File: src/rtl/ctl_status_pkg.sv
package ctl_status_pkg;

    typedef enum logic [1:0] {
        HS_NONE  = 2'b00,
        HS_ACK   = 2'b01,
        HS_NAK   = 2'b10,
        HS_STALL = 2'b11
    } hs_e;

    typedef enum logic [1:0] {
        ST_CLEAR = 2'b00,
        ST_READY = 2'b01,
        ST_RXERR = 2'b10,
        ST_ABORT = 2'b11
    } stat_e;

    typedef enum logic {
        PH_IDLE = 1'b0,
        PH_WAIT = 1'b1
    } phase_e;

    localparam logic [3:0] PID_OUT   = 4'b0001;
    localparam logic [3:0] PID_DATA1 = 4'b1011;

    typedef struct packed {
        phase_e phase;
        logic   hs_vld;
        hs_e    hs;
        stat_e  stat;
        logic   irq;
        logic   cmpl;
    } fsm_s;

endpackage

File: src/rtl/ctl_tok_match.sv
module ctl_tok_match
    import ctl_status_pkg::*;
#(
    parameter int ADDR_W  = 7,
    parameter int EP_W    = 4,
    parameter int CTRL_EP = 0
) (
    input  logic              tok_vld,
    input  logic [3:0]        tok_pid,
    input  logic [ADDR_W-1:0] tok_addr,
    input  logic [EP_W-1:0]   tok_ep,
    input  logic              tok_err,
    input  logic [ADDR_W-1:0] cfg_addr,
    input  logic              stage_en,
    output logic              tok_hit
);
    localparam logic [EP_W-1:0] EP_SEL = EP_W'(CTRL_EP);

    logic id_ok;

    always_comb begin
        id_ok   = (tok_addr == cfg_addr) && (tok_ep == EP_SEL) && !tok_err;
        tok_hit = tok_vld && (tok_pid == PID_OUT) && id_ok && stage_en;
    end
endmodule

File: src/rtl/ctl_data_judge.sv
module ctl_data_judge
    import ctl_status_pkg::*;
#(
    parameter int LEN_W = 10
) (
    input  logic [3:0]       dat_pid,
    input  logic [LEN_W-1:0] dat_len,
    input  logic             dat_crc_ok,
    output logic             dat_good
);
    always_comb begin
        dat_good = dat_crc_ok && (dat_pid == PID_DATA1) && (dat_len == '0);
    end
endmodule

File: src/rtl/ctl_eop_latch.sv
module ctl_eop_latch (
    input  logic clk,
    input  logic rst_n,
    input  logic set_i,
    input  logic clr_i,
    output logic flag_o
);
    logic flag_d, flag_q;

    always_comb begin
        flag_d = flag_q;
        if (clr_i) flag_d = 1'b0;
        if (set_i) flag_d = 1'b1;
    end

    always_ff @(posedge clk) begin
        if (!rst_n) flag_q <= 1'b0;
        else        flag_q <= flag_d;
    end

    assign flag_o = flag_q;

    assert_eop_set_R9: assert property (@(posedge clk) disable iff (!rst_n)
        ($past(set_i) && $past(rst_n)) |-> flag_o);

    assert_eop_hold_R9: assert property (@(posedge clk) disable iff (!rst_n)
        ($past(flag_o) && !$past(clr_i) && $past(rst_n)) |-> flag_o);
endmodule

File: src/rtl/ctl_status_hs.sv
module ctl_status_hs
    import ctl_status_pkg::*;
#(
    parameter int ADDR_W  = 7,
    parameter int EP_W    = 4,
    parameter int LEN_W   = 10,
    parameter int CTRL_EP = 0
) (
    input  logic              clk,
    input  logic              rst_n,
    input  logic [ADDR_W-1:0] cfg_addr,
    input  logic              stage_en,
    input  logic              stall_req,
    input  logic              setup_seen,
    input  logic              eop_wr,
    input  logic              tok_vld,
    input  logic [3:0]        tok_pid,
    input  logic [ADDR_W-1:0] tok_addr,
    input  logic [EP_W-1:0]   tok_ep,
    input  logic              tok_err,
    input  logic              dat_vld,
    input  logic [3:0]        dat_pid,
    input  logic [LEN_W-1:0]  dat_len,
    input  logic              dat_crc_ok,
    output logic              hs_vld,
    output logic [1:0]        hs_code,
    output logic [1:0]        stat_code,
    output logic              stat_irq,
    output logic              eop_flag
);
    localparam fsm_s FSM_RST = '{phase: PH_IDLE, hs_vld: 1'b0, hs: HS_NONE,
                                 stat: ST_CLEAR, irq: 1'b0, cmpl: 1'b0};

    logic tok_hit, dat_good, eop_clr;
    fsm_s st_d, st_q;

    ctl_tok_match #(.ADDR_W(ADDR_W), .EP_W(EP_W), .CTRL_EP(CTRL_EP)) u_tok (
        .tok_vld (tok_vld),
        .tok_pid (tok_pid),
        .tok_addr(tok_addr),
        .tok_ep  (tok_ep),
        .tok_err (tok_err),
        .cfg_addr(cfg_addr),
        .stage_en(stage_en),
        .tok_hit (tok_hit)
    );

    ctl_data_judge #(.LEN_W(LEN_W)) u_dat (
        .dat_pid   (dat_pid),
        .dat_len   (dat_len),
        .dat_crc_ok(dat_crc_ok),
        .dat_good  (dat_good)
    );

    ctl_eop_latch u_eop (
        .clk   (clk),
        .rst_n (rst_n),
        .set_i (eop_wr),
        .clr_i (eop_clr),
        .flag_o(eop_flag)
    );

    always_comb begin
        st_d        = st_q;
        st_d.hs_vld = 1'b0;
        st_d.hs     = HS_NONE;
        st_d.irq    = 1'b0;
        eop_clr     = 1'b0;
        if (setup_seen) begin
            if (stage_en && !st_q.cmpl) st_d.stat = ST_ABORT;
            st_d.phase = PH_IDLE;
            eop_clr    = 1'b1;
        end else if (tok_vld) begin
            st_d.phase = tok_hit ? PH_WAIT : PH_IDLE;
            if (tok_hit) st_d.cmpl = 1'b0;
        end else if (dat_vld && st_q.phase == PH_WAIT) begin
            st_d.phase = PH_IDLE;
            if (stall_req) begin
                st_d.hs_vld = 1'b1;
                st_d.hs     = HS_STALL;
                st_d.stat   = ST_READY;
                st_d.irq    = 1'b1;
                st_d.cmpl   = 1'b1;
                eop_clr     = 1'b1;
            end else if (!eop_flag) begin
                st_d.hs_vld = 1'b1;
                st_d.hs     = HS_NAK;
            end else if (dat_good) begin
                st_d.hs_vld = 1'b1;
                st_d.hs     = HS_ACK;
                st_d.stat   = ST_READY;
                st_d.irq    = 1'b1;
                st_d.cmpl   = 1'b1;
                eop_clr     = 1'b1;
            end else begin
                st_d.stat = ST_RXERR;
            end
        end
    end

    always_ff @(posedge clk) begin
        if (!rst_n) st_q <= FSM_RST;
        else        st_q <= st_d;
    end

    assign hs_vld    = st_q.hs_vld;
    assign hs_code   = st_q.hs;
    assign stat_code = st_q.stat;
    assign stat_irq  = st_q.irq;

    assert_hs_quiet_R10: assert property (@(posedge clk) disable iff (!rst_n)
        (hs_vld != (hs_code != 2'b00)) == 1'b0);

    assert_hs_single_R10: assert property (@(posedge clk) disable iff (!rst_n)
        hs_vld |=> !hs_vld);

    assert_irq_cause_R5: assert property (@(posedge clk) disable iff (!rst_n)
        stat_irq |-> (hs_vld && (hs_code == 2'b01 || hs_code == 2'b11)));

    assert_ack_ready_R5: assert property (@(posedge clk) disable iff (!rst_n)
        (hs_vld && hs_code == 2'b01) |-> (stat_code == 2'b01));

    assert_nak_noeop_R4: assert property (@(posedge clk) disable iff (!rst_n)
        (hs_vld && hs_code == 2'b10) |-> !$past(eop_flag));

    assert_setup_quiet_R8: assert property (@(posedge clk) disable iff (!rst_n)
        ($past(setup_seen) && $past(rst_n)) |-> !hs_vld);
endmodule

File: config.mk
export PLATFORM = sky130hd
export DESIGN_NAME = ctl_status_hs
export DESIGN_NICKNAME = d
export VERILOG_FILES = /design/src/rtl/ctl_status_pkg.sv /design/src/rtl/ctl_tok_match.sv /design/src/rtl/ctl_data_judge.sv /design/src/rtl/ctl_eop_latch.sv /design/src/rtl/ctl_status_hs.sv
export SDC_FILE = /design/constraint.sdc
export NUM_CORES = 1
export LEC_CHECK = 0
export ABC_AREA = 1
export BUFFER_PORTS_ARGS = -buffer_cell sky130_fd_sc_hd__buf_2
export CAP_MARGIN = 10
export CORE_MARGIN = 10
export CORE_UTILIZATION = 34
export DETAILED_ROUTE_END_ITERATION = 10
export GPL_TIMING_DRIVEN = 0
export PLACE_DENSITY = 0.74
export SETUP_SLACK_MARGIN = 0.3
export SLEW_MARGIN = 20
export SYNTH_ARGS = -nofsm -noshare
export SYNTH_HDL_FRONTEND = slang
export SYNTH_SLANG_ARGS = --single-unit
File: constraint.sdc
create_clock -name clk -period 1.2 [get_ports clk]
set_clock_uncertainty 0.2 [all_clocks]
set_input_delay 0 -clock clk [delete_from_list [all_inputs] [get_ports clk]]
set_output_delay 0 -clock clk [all_outputs]
set_load 0.01 [all_outputs]
==> impl_metrics.py <==
metrics = {
    "min_path": {
        "holdCritPathClass": "in -> reg",
    },
    "timing": {
        "hold_viol_final": 8,
        "max_freq_mhz": 836,
        "worst_pin_slew_ps": 210,
        "layout_setup_ws_ps": 3.29,
        "period_needed_ps": 1200,
        "fin_setup_tns_ps": 0,
        "setup_viol": 0,
        "slew_violations": 0,
        "relSlewSlack_pct": 85.9,
        "finalCritPeriodShare_pct": 99.7,
        "rsz0062_at_grt": "true",
        "hold_ws_ps": -245,
    },
    "yosys": {
        "ys_seq_area_share_pct": 24.1,
        "synth_top_family_by_area": "simple AND/OR/NAND/NOR gates",
        "synth-simple-area-share_pct": 42.1,
        "syn_nets": 168,
        "syn_area_um2": 666,
        "yosys.area_share.xor_xnor_pct": 5.26,
        "synth_fa_ha_area_share_pct": 0,
        "synth_compound_area_share_pct": 9.96,
        "yosysWarnings": 0,
        "ys_seq_elements": 8,
        "synth_cells": 122,
        "yosys.cell_types.count": 16,
        "syn_avg_cell_area_um2": 5.46,
        "synthMuxAreaShare_pct": 0,
    },
    "final_layout": {
        "area_growth_pct": 74.2,
        "nNetsFinal": 232,
        "final_common_cell": "buf_2",
        "drive_above_1_share_pct": 45.7,
        "stdcell_count": 209,
        "antenna_cells": 0,
        "final_cell_mix": "buf_2, nand2_1, inv_1, nor2_1, buf_6",
    },
    "setup_path": {
        "crit_type": "reg -> reg",
        "critPathMaxFanout": 3,
        "end_kind": "register",
        "worstPathRequired_ps": 1150,
        "start_kind": "register",
        "cp.arrival_ps": 1140,
    },
    "global_route": {
        "grt_pass1_vias": 934,
        "grt_max_degree": 7,
        "overflow": 0,
        "grt_use_total_pct": 10.9,
        "grt_pass1_wl_um": 3770,
        "antenna_found_initial": 0,
    },
    "power": {
        "p_comb_share_pct": 34.4,
        "pwr-share-seq_pct": 38.2,
        "netSwitchingPower_uw": 213,
        "power_frac_clock_pct": 27.5,
        "p_int_uw": 526,
        "sw_frac_of_total_pct": 28.9,
        "p_leak_uw": 0.000650,
        "fin_total_pwr_uw": 740,
        "ir_drop_v": 0.000498,
        "power_density_mw_per_mm2": 638,
    },
    "clocking": {
        "h-tree-depth": 1,
        "cts_tree": "built",
        "numCtsBuffers": 3,
        "root_buffer": "clkbuf_4",
        "clk_path_buf_depth": 2,
        "clkTransAtPathRegs_ps": 50,
        "cts_sinks": 8,
        "hold_buffers": 1,
        "worstSkewPairLatency_ps": 250,
    },
    "floorplan": {
        "fp.dieH_um": 64.2,
        "initial_core_util_pct": 37.3,
        "pin_count": 53,
        "core_area_mm2": 0.00178,
        "die_area_mm2": 0.00413,
        "fp-row-count": 15,
        "die_x_um": 64.2,
    },
    "routing": {
        "drtIter0Drc": 19,
        "drt.antenna.violating_nets": 0,
        "drc": 0,
        "via_count": 939,
        "wl_um": 2450,
        "wl_per_cell_um": 11.7,
        "via_per_inst": 4.49,
        "drt-pass1-iter-count": 4,
    },
    "place": {
        "place_congestion": 0.843,
        "port_buffers": 52,
        "place_inst": 199,
        "dp_hpwl_um": 2000,
        "dp_slack_ps": -12.7,
    },
    "run": {
        "drv_cap": 0,
    },
    "outcome": {
        "violations": "hold timing",
        "outcome": "complete, but fails checks",
    },
}
-- routing by layer --
layer  global-route usage [%]  up-vias  part of all wire [%]  wire, um
met5                        0        -                     0         0
met4                     1.87        0                     0         0
met3                     5.57        0                   7.7       188
met2                     21.8       24                    58      1430
met1                     9.43      422                    34       833
li1                         -      493                     -         -
-- critical path, cell delays in order, from the launching register on --
cell	delay [ps]
dfxtp_2	330
nand2_2	70
a21oi_4	140
nand3_2	130
a21oi_1	150
nor2_1	60
-- stage by stage --
stage | utilization (%) | hold slack (ps) | instance area [um2]
6_report | 65.1 | -245 | 1160
5_1_grt | 65.1 | -251 | 1160
4_1_cts | 62.0 | -256 | 1110
3_5_place_dp | 54.0 | 7.56 | 962
3_3_place_gp | 54.0 | -1.79 | 962
2_1_floorplan | - | -123 | 671
-- state kept, by name, indices dropped and copies added (netlist names) --
register	cells
hs_code	2
st_q	2
stat_code	2
u_eop.flag_o	1
hs_vld	1
-- area by class of cell --
class	instances	area (um2)
plain buffers	4	41.3
clock buffers	3	22.5
fillers	167	623
inverters	25	93.8
multi-input cells	85	433
flip-flops and latches	8	168
well taps	25	31.3
repair buffers	59	370
-- cells by family (layout without fill, tap and decap cells) --
logic type	Yosys count	count (layout)
AO/OA/AOI/OAI	12	12
XOR/XNOR	4	4
buffers and inverters	29	91
flip-flops	8	8
AND/OR/NAND/NOR	69	69
-- path summary, 6_finish.rpt --
check	startpoint	to	slack, ps	depth (start not counted)
worst max-delay path	st_q[7]$_SDFFE_PP0P_	stat_code[1]$_SDFFE_PN0P_	3	5
worst min-delay path	setup_seen	hs_code[0]$_SDFF_PP0_	-250	2
worst max register to register	st_q[7]$_SDFFE_PP0P_	stat_code[1]$_SDFFE_PN0P_	3	5
worst min register to register	st_q[0]$_SDFFE_PN0P_	st_q[0]$_SDFFE_PN0P_	270	2
-- Yosys cell counts --
cell,instances,area [um2]
dfxtp_1,8,160
nand3_1,7,35.0
o21ai_0,5,25.0
buf_4,4,30.0
nand2_1,35,131
nor2_2,1,6.26
a21oi_1,5,25.0
nor3_1,2,10.0
nor2_1,21,78.8
nor4_1,1,6.26
o211ai_1,1,7.51
nand4_1,2,12.5
inv_1,25,93.8
xnor2_1,3,26.3
xor2_1,1,8.76
o221ai_1,1,8.76
-- power by group through the flow --
stage	combinational [uW]	clock, uW	sequential, uW
6_report	254	203	282
2_1_floorplan	92.1	0	287
3_3_place_gp	194	0	286
3_5_place_dp	201	0	286
4_1_cts	238	211	281
5_1_grt	283	228	283
-- timing repair --
item	CTS	global route
pin swaps	4	7
resized for setup	19	12
endpoints found under the setup margin	13	15
buffers inserted	4	2
endpoints found under the hold margin	8	8
(Power assumes the default switching activity.)
